<file path="config.mk">
export PLATFORM = sky130hd
export DESIGN_NAME = bankacc_top
export DESIGN_NICKNAME = d
export VERILOG_FILES = /design/src/rtl/bankacc_pkg.sv /design/src/rtl/bankacc_flaggen.sv /design/src/rtl/bankacc_bank_sel.sv /design/src/rtl/bankacc_pair.sv /design/src/rtl/bankacc_top.sv
export SDC_FILE = /design/constraint.sdc
export NUM_CORES = 1
export LEC_CHECK = 0
export BUFFER_PORTS_ARGS = -buffer_cell sky130_fd_sc_hd__buf_2
export CORE_AREA = 2 2 60 62
export DETAILED_ROUTE_END_ITERATION = 7
export DIE_AREA = 0 0 62 64
export PLACE_DENSITY = 0.74
export SLEW_MARGIN = 25
export SYNTH_ARGS = -nofsm -noshare
export SYNTH_HDL_FRONTEND = slang
export SYNTH_HIERARCHICAL = 1
export SYNTH_SLANG_ARGS = --single-unit
</file>
<file path="constraint.sdc">
create_clock -name clk -period 1.92 [get_ports clk]
set_input_delay 0.096 -clock clk [delete_from_list [all_inputs] [get_ports clk]]
set_output_delay 0.096 -clock clk [all_outputs]
set_load 0.1 [all_outputs]
</file>
<file path="src/rtl/bankacc_pkg.sv">
package bankacc_pkg;
    localparam int DW       = 8;
    localparam int ZERO_BIT = 6;
    localparam int SIGN_BIT = 7;
    localparam int NBANK    = 2;

    typedef struct packed {
        logic [DW-1:0] acc;
        logic [DW-1:0] flg;
    } pair_t;
endpackage

</file>
<file path="src/rtl/bankacc_flaggen.sv">
module bankacc_flaggen
    import bankacc_pkg::*;
(
    input  logic [DW-1:0] result,
    output logic          zero_f,
    output logic          sign_f
);
    always_comb begin
        zero_f = (result == '0);
        sign_f = result[DW-1];
    end
endmodule

</file>
<file path="src/rtl/bankacc_bank_sel.sv">
module bankacc_bank_sel (
    input  logic clk,
    input  logic rst_n,
    input  logic xchg,
    output logic sel
);
    logic sel_d, sel_q;

    always_comb begin
        sel_d = sel_q;
        if (xchg) sel_d = ~sel_q;
    end

    always_ff @(posedge clk or negedge rst_n) begin
        if (!rst_n) sel_q <= 1'b0;
        else        sel_q <= sel_d;
    end

    assign sel = sel_q;

    AST_XCHG_TOGGLE: assert property (@(posedge clk) disable iff (!rst_n)
        xchg |=> (sel_q != $past(sel_q)));
    AST_SEL_HOLD: assert property (@(posedge clk) disable iff (!rst_n)
        !xchg |=> $stable(sel_q));
endmodule

</file>
<file path="src/rtl/bankacc_pair.sv">
module bankacc_pair
    import bankacc_pkg::*;
(
    input  logic          clk,
    input  logic          rst_n,
    input  logic          acc_we,
    input  logic [DW-1:0] acc_wdata,
    input  logic          upd_en,
    input  logic          zero_f,
    input  logic          sign_f,
    input  logic          flg_we,
    input  logic [DW-1:0] flg_wdata,
    output pair_t         pair
);
    pair_t pair_d, pair_q;

    always_comb begin
        pair_d = pair_q;
        if (acc_we) begin
            pair_d.acc = acc_wdata;
            if (upd_en) begin
                pair_d.flg[ZERO_BIT] = zero_f;
                pair_d.flg[SIGN_BIT] = sign_f;
            end
        end
        if (flg_we) pair_d.flg = flg_wdata;
    end

    always_ff @(posedge clk or negedge rst_n) begin
        if (!rst_n) pair_q <= '0;
        else        pair_q <= pair_d;
    end

    assign pair = pair_q;

    AST_PAIR_HOLD: assert property (@(posedge clk) disable iff (!rst_n)
        (!acc_we && !flg_we) |=> $stable(pair_q));
    AST_FLAG_PRIORITY: assert property (@(posedge clk) disable iff (!rst_n)
        flg_we |=> (pair_q.flg == $past(flg_wdata)));
    AST_FLAG_NO_UPDATE: assert property (@(posedge clk) disable iff (!rst_n)
        (acc_we && !upd_en && !flg_we) |=> $stable(pair_q.flg));
    AST_LOW_BITS_KEPT: assert property (@(posedge clk) disable iff (!rst_n)
        (acc_we && upd_en && !flg_we) |=>
            (pair_q.flg[ZERO_BIT-1:0] == $past(pair_q.flg[ZERO_BIT-1:0])));
endmodule

</file>
<file path="src/rtl/bankacc_top.sv">
module bankacc_top
    import bankacc_pkg::*;
(
    input  logic          clk,
    input  logic          rst_n,
    input  logic          xchg,
    input  logic          acc_we,
    input  logic [DW-1:0] acc_wdata,
    input  logic          upd_en,
    input  logic          flg_we,
    input  logic [DW-1:0] flg_wdata,
    output logic [DW-1:0] acc_out,
    output logic [DW-1:0] flg_out,
    output logic          alt_sel
);
    logic  sel;
    logic  zero_f, sign_f;
    pair_t pairs [NBANK];

    bankacc_bank_sel u_sel (
        .clk   (clk),
        .rst_n (rst_n),
        .xchg  (xchg),
        .sel   (sel)
    );

    bankacc_flaggen u_fgen (
        .result (acc_wdata),
        .zero_f (zero_f),
        .sign_f (sign_f)
    );

    for (genvar b = 0; b < NBANK; b++) begin : g_pair
        logic hit;
        assign hit = (sel == b[0]);
        bankacc_pair u_pair (
            .clk       (clk),
            .rst_n     (rst_n),
            .acc_we    (acc_we && hit),
            .acc_wdata (acc_wdata),
            .upd_en    (upd_en),
            .zero_f    (zero_f),
            .sign_f    (sign_f),
            .flg_we    (flg_we && hit),
            .flg_wdata (flg_wdata),
            .pair      (pairs[b])
        );
    end

    always_comb begin
        acc_out = pairs[sel].acc;
        flg_out = pairs[sel].flg;
        alt_sel = sel;
    end

    AST_ACC_WRITE: assert property (@(posedge clk) disable iff (!rst_n)
        (acc_we && !xchg) |=> (acc_out == $past(acc_wdata)));
    AST_SWAP_WRITE_OLD: assert property (@(posedge clk) disable iff (!rst_n)
        (acc_we && xchg) |=> (pairs[!alt_sel].acc == $past(acc_wdata)));
    AST_ZERO_FLAG: assert property (@(posedge clk) disable iff (!rst_n)
        (acc_we && upd_en && !flg_we && !xchg) |=>
            (flg_out[ZERO_BIT] == (acc_out == '0)));
    AST_SIGN_FLAG: assert property (@(posedge clk) disable iff (!rst_n)
        (acc_we && upd_en && !flg_we && !xchg) |=>
            (flg_out[SIGN_BIT] == acc_out[DW-1]));
endmodule

</file>
# ---- Yosys cells after proc, flatten, opt, wreduce, memory -nomap -nowiden
# Index checks and enable logic that the tools add are counted.
dict set report classes {
  addsub 0
  n_mul 0
  n_div 0
  magnitude_cmp 1
  eq_ne 0
  shifts 0
  muxes 8
  bitwise 2
  reduce_logical 11
}
# op count
set ops {}
lappend ops {{16-bit two-way mux} 3}
lappend ops {{8-bit two-way mux} 2}
lappend ops {{8-bit logical NOT} 1}
lappend ops {{2-bit nonzero test} 4}
lappend ops {{2-bit two-way mux} 3}
lappend ops {{1-bit logical AND} 4}
lappend ops {{2-bit AND reduction} 2}
lappend ops {{2-bit >= comparator, second input constant} 1}
lappend ops {{1-bit inverter with 2-bit output} 1}
lappend ops {{1-bit inverter} 1}
dict set report totals {
  ff_bits 33
  latch_bits 0
  ram_bits 0
  romBits 0
  out_inout_bits 17
  elab_cells 29
  memories 0
}

# ---- Longest topological paths before layout
dict set report logic_depth {
  word_depth 4
  depth_mapped 5
}

# ---- Cells and area by module
# The synthesis kept the hierarchy.
# mod n_inst cells_each area_per_inst_um2 seq_area_each_um2
set modules_own_cells {}
lappend modules_own_cells {bankacc_pair 2 40 638.1 400.4}
lappend modules_own_cells {bankacc_top 1 22 287.8 0.0}
lappend modules_own_cells {bankacc_bank_sel 1 2 33.8 25.0}
lappend modules_own_cells {bankacc_flaggen 1 4 26.3 0.0}

# ---- Least setup slack after synthesis
# No wires, ideal clock.
dict set report synth_path {
  path_kind {reg2reg}
  from {register u_sel.sel_q, in the netlist u_sel/sel}
  to {register g_pair[1].u_pair.pair_q (netlist bit g_pair[1].u_pair/pair[10])}
  setup_ns 0.125
  arrival_time_ns 1.844
  t_required_ns 1.795
  path_slack_ns -0.049
  stages_incl_launch_ff 5
  period_less_slack_ns 1.969
  path_cell_list {dfrtp_1 buf_6 and2_1 buf_6 mux2_2}
}
dict set report synth_between {
  elab_chain_len 1
}
# item line_no
set synth_rtl {}
lappend synth_rtl {{start, declared} bankacc_bank_sel.sv:7} ;# logic sel_d, sel_q;
lappend synth_rtl {{start signal, assigned} bankacc_bank_sel.sv:16} ;# else sel_q <= sel_d;
lappend synth_rtl {{1-bit logical AND} bankacc_top.sv:39} ;# .acc_we (acc_we && hit),
lappend synth_rtl {{end signal, assigned} bankacc_pair.sv:31} ;# else pair_q <= pair_d;
lappend synth_rtl {{end, declared} bankacc_pair.sv:15} ;# pair_t pair_d, pair_q;
# No other way between the ends.
# A chain may end at the register's enable or synchronous reset.

# ---- Worst setup path after layout
dict set report layout_path {
  from {register u_sel.sel_q, in the netlist u_sel/sel}
  to {output flg_out[5]}
}
dict set report layout_between {
  elab_chain_len 4
}
# item line_no
set layout_rtl {}
lappend layout_rtl {{1-bit inverter with 2-bit output (not written as such)} bankacc_top.sv:52} ;# flg_out = pairs[sel].flg;
lappend layout_rtl {{16-bit two-way mux (not written as such) (2 in a row)} bankacc_top.sv:52}
lappend layout_rtl {{16-bit two-way mux} --}
lappend layout_rtl {{end, declared} bankacc_top.sv:13} ;# output logic [DW-1:0] flg_out,
# No other way between the ends. The select of a mux whose other input is x is not followed.

==> impl_metrics.prom <==
# TYPE chip_impl_metric gauge
chip_impl_metric{name="syn_inst",unit=""} 108
chip_impl_metric{name="synth.net_count",unit=""} 130
chip_impl_metric{name="detailed_place_hpwl",unit="um"} 2190
chip_impl_metric{name="tritoncts.num_buffers",unit=""} 5
chip_impl_metric{name="clkTransAtPathRegs",unit="ns"} 0.10
chip_impl_metric{name="clock_latency",unit="ns"} 0.33
chip_impl_metric{name="cap_violations",unit=""} 0
chip_impl_metric{name="largest_net_degree_at_the_start_of_global_routing",unit=""} 34
chip_impl_info{name="clock-root-buffer",value="sky130_fd_sc_hd__clkbuf_4"} 1
chip_impl_info{name="outcome",value="completed"} 1
chip_impl_metric{name="std_cell_rows",unit=""} 21
chip_impl_info{name="synthTopCellsByArea",value="sky130_fd_sc_hd__dfrtp_1 51%, sky130_fd_sc_hd__mux2_2 19%, sky130_fd_sc_hd__mux2_4 15%"} 1
chip_impl_info{name="cp-end-kind",value="output port"} 1
chip_impl_info{name="worstReg2RegStart",value="u_sel/sel"} 1
chip_impl_metric{name="coreArea",unit="sq um"} 3280
chip_impl_metric{name="die-width",unit="um"} 62
chip_impl_info{name="synth.most_common_cell",value="sky130_fd_sc_hd__dfrtp_1"} 1
chip_impl_metric{name="design.final.nets",unit=""} 182
chip_impl_metric{name="postRouteAntennaNets",unit=""} 0
chip_impl_metric{name="grt_antenna_before_repair",unit=""} 0
chip_impl_metric{name="synthesis.yosys.warnings",unit=""} 6
chip_impl_metric{name="timing.final.crit_period",unit="ns"} 1.69
chip_impl_info{name="cp-start-kind",value="flip-flop"} 1
chip_impl_metric{name="syn-mean-instance-area",unit="sq um"} 15.0
chip_impl_metric{name="max_clock_freq",unit="MHz"} 592
chip_impl_metric{name="report.final.hold_viol_count",unit=""} 0
chip_impl_info{name="netlist.top_cell.by_area",value="sky130_fd_sc_hd__dfrtp_1"} 1
chip_impl_metric{name="grt-ovfl-total",unit=""} 0
chip_impl_metric{name="die_area",unit="sq um"} 3970
chip_impl_metric{name="timing.clock.skew",unit="ns"} 0.00862
chip_impl_metric{name="post_drt_via_cell_ratio",unit=""} 5.03
chip_impl_info{name="critical-path-top-delay-family",value="buffers and inverters"} 1
chip_impl_metric{name="cp_data_arrival_time",unit="ns"} 1.59
chip_impl_metric{name="seq_area_frac_synth",unit=""} 0.508
chip_impl_metric{name="finalCritPeriodShare",unit=""} 0.880
chip_impl_metric{name="grt_pass1_vias",unit=""} 1097
chip_impl_info{name="critical_path.cell_chain",value="buf_4 > mux2_4 > buf_2"} 1
chip_impl_metric{name="cts_resized",unit=""} 0
chip_impl_metric{name="num_vias",unit=""} 1041
chip_impl_metric{name="setup_viol",unit=""} 0
chip_impl_metric{name="synth.cell_area",unit="sq um"} 1620
chip_impl_info{name="cpMaxStageDelayCell",value="sky130_fd_sc_hd__dfrtp_2"} 1
chip_impl_metric{name="port_buffers",unit=""} 38
chip_impl_metric{name="hold_ws",unit="ns"} 0.0132
chip_impl_metric{name="layout_cells_sized_above_1",unit=""} 0.627
chip_impl_metric{name="dr.first_iter.drc_count",unit=""} 29
chip_impl_metric{name="initial_utilization",unit=""} 0.494
chip_impl_metric{name="edff_count_synth",unit=""} 0
chip_impl_metric{name="ctsLongestPathBuffers",unit=""} 2
chip_impl_metric{name="global_route_wire_length_before_repair",unit="um"} 4950
chip_impl_info{name="hold_path_class",value="in -> reg"} 1
chip_impl_metric{name="cts.sinks",unit=""} 33
chip_impl_metric{name="drc",unit=""} 0
chip_impl_metric{name="worst_pin_slew",unit="ns"} 0.731
chip_impl_metric{name="totalWireLength",unit="um"} 3040
chip_impl_info{name="crit_path_start",value="u_sel/sel"} 1
chip_impl_metric{name="post_synthesis_async_set_or_reset_flop_share",unit=""} 1.00
chip_impl_metric{name="nFillCells",unit=""} 270
chip_impl_metric{name="cts_max_level",unit=""} 2
chip_impl_metric{name="synth.top_cell.area_share",unit=""} 0.508
chip_impl_metric{name="maxSlewHeadroom",unit=""} 0.512
chip_impl_metric{name="area_growth_from_synthesis_to_layout",unit="%"} 22.9
chip_impl_metric{name="ys_ff_latch",unit=""} 33
chip_impl_metric{name="crit_required",unit="ns"} 1.82
chip_impl_metric{name="die-height",unit="um"} 64
chip_impl_info{name="ys.flop_type",value="sky130_fd_sc_hd__dfrtp_1"} 1
chip_impl_metric{name="worst-path-max-fanout",unit=""} 6
chip_impl_metric{name="finalMaxSlewViolations",unit=""} 0
chip_impl_metric{name="timing.critical_path.buf_inv",unit=""} 2
chip_impl_info{name="critPathKind",value="reg -> out"} 1
chip_impl_metric{name="synth_cell_type_count",unit=""} 15
chip_impl_metric{name="final.setup.tns",unit="ns"} 0
chip_impl_metric{name="ioPinCount",unit=""} 39
chip_impl_metric{name="route.detailed.wl_per_inst",unit="um"} 14.7
chip_impl_metric{name="globalRouteTotalUtil",unit=""} 0.175
chip_impl_metric{name="critPathMaxStageDelay",unit="ns"} 0.46
chip_impl_metric{name="gpl.final_weighted_congestion",unit=""} 0.709
chip_impl_info{name="grt_setup_unrepaired",value="false"} 1
chip_impl_info{name="hold_wc_startpoint",value="flg_wdata[2]"} 1
chip_impl_metric{name="drt-pass1-iter-count",unit=""} 4
chip_impl_metric{name="antenna-diode-count",unit=""} 0
chip_impl_metric{name="rrSetupSlack",unit="ns"} 0.35
chip_impl_info{name="tritoncts_clock_tree",value="yes"} 1
chip_impl_info{name="synth_top_cells_by_count",value="33 x sky130_fd_sc_hd__dfrtp_1, 28 x sky130_fd_sc_hd__mux2_2, 16 x sky130_fd_sc_hd__mux2_4"} 1
layout make-up:
cell class	instances	area (sq um)	share of cell area
clock inverter	1	5.00	0.00251
clock buffer	7	65.1	0.0326
sequential	33	827	0.414
timing repair buffer	52	310	0.155
tap	46	57.6	0.0288
multi-input combinational	68	731	0.366
sequential cells by signal, indices dropped and copies added, names as in the netlist:
| signal | flops |
|---|---|
| g_pair.u_pair/pair | 32 |
| u_sel/sel | 1 |
cell usage in the layout, fill, tap and decap left out:
cell type	Yosys	final
sky130_fd_sc_hd__mux2_2	28	28
sky130_fd_sc_hd__nor2b_1	2	2
sky130_fd_sc_hd__clkbuf_8	0	2
sky130_fd_sc_hd__a21boi_2	2	2
sky130_fd_sc_hd__clkbuf_4	0	5
sky130_fd_sc_hd__and3_1	4	4
sky130_fd_sc_hd__a21boi_1	2	2
sky130_fd_sc_hd__buf_2	0	38
sky130_fd_sc_hd__and2_1	2	2
sky130_fd_sc_hd__or4_1	2	2
sky130_fd_sc_hd__o31a_1	4	4
sky130_fd_sc_hd__xor2_1	1	1
sky130_fd_sc_hd__nand2b_1	4	4
sky130_fd_sc_hd__clkinv_2	0	1
sky130_fd_sc_hd__dfrtp_2	0	1
sky130_fd_sc_hd__buf_4	3	8
sky130_fd_sc_hd__mux2_4	16	16
sky130_fd_sc_hd__dlygate4sd3_1	0	6
sky130_fd_sc_hd__dfrtp_1	33	32
sky130_fd_sc_hd__nor2_1	1	1
routing by layer:
metal | part of all wire | track usage | up-vias
met5 | 0 | 0 | -
met4 | 0.014 | 0.0878 | 0
met3 | 0.042 | 0.0425 | 5
met2 | 0.51 | 0.272 | 26
met1 | 0.44 | 0.220 | 518
li1 | - | - | 492
cells by family (layout without fill, tap and decap cells):
family / after synthesis / count (layout) / share of synthesized area
mux: 44 / 44 / 0.342
flops: 33 / 33 / 0.508
simple gates: 15 / 15 / 0.0578
compound gates: 8 / 8 / 0.0447
buf+inv: 7 / 60 / 0.0416
xor+xnor: 1 / 1 / 0.00539
path summary, 6_finish.rpt:
check | endpoint | cells past startpoint
worst max-delay path | flg_out[5] | 3
worst min-delay path | g_pair[1].u_pair/pair[2] | 2
worst max register to register | g_pair[0].u_pair/pair[11] | 4
worst min register to register | g_pair[1].u_pair/pair[13] | 1
max in group asynchronous | u_sel/sel | 2
min in group asynchronous | g_pair[1].u_pair/pair[4] | 2
timing repair:
action,CTS,global route
hold endpoints to repair,37,2
setup endpoints to repair,0,6
hold buffers,4,2
setup buffers,0,3
metrics by stage:
step / cells / instance area [sq um] / setup slack [ns] / utilization
after floorplan: 108 / 1630 / 0.254 / -
after global placement: 190 / 1840 / 0.412 / 0.561
after detailed placement: 190 / 1840 / 0.375 / 0.561
after CTS: 202 / 1950 / 0.0530 / 0.595
after global routing: 207 / 2000 / 0.160 / 0.608
final: 207 / 2000 / 0.230 / 0.608
Power is not shown: default switching activity piles up to over one toggle a cycle in this logic, so the estimate is an artifact.
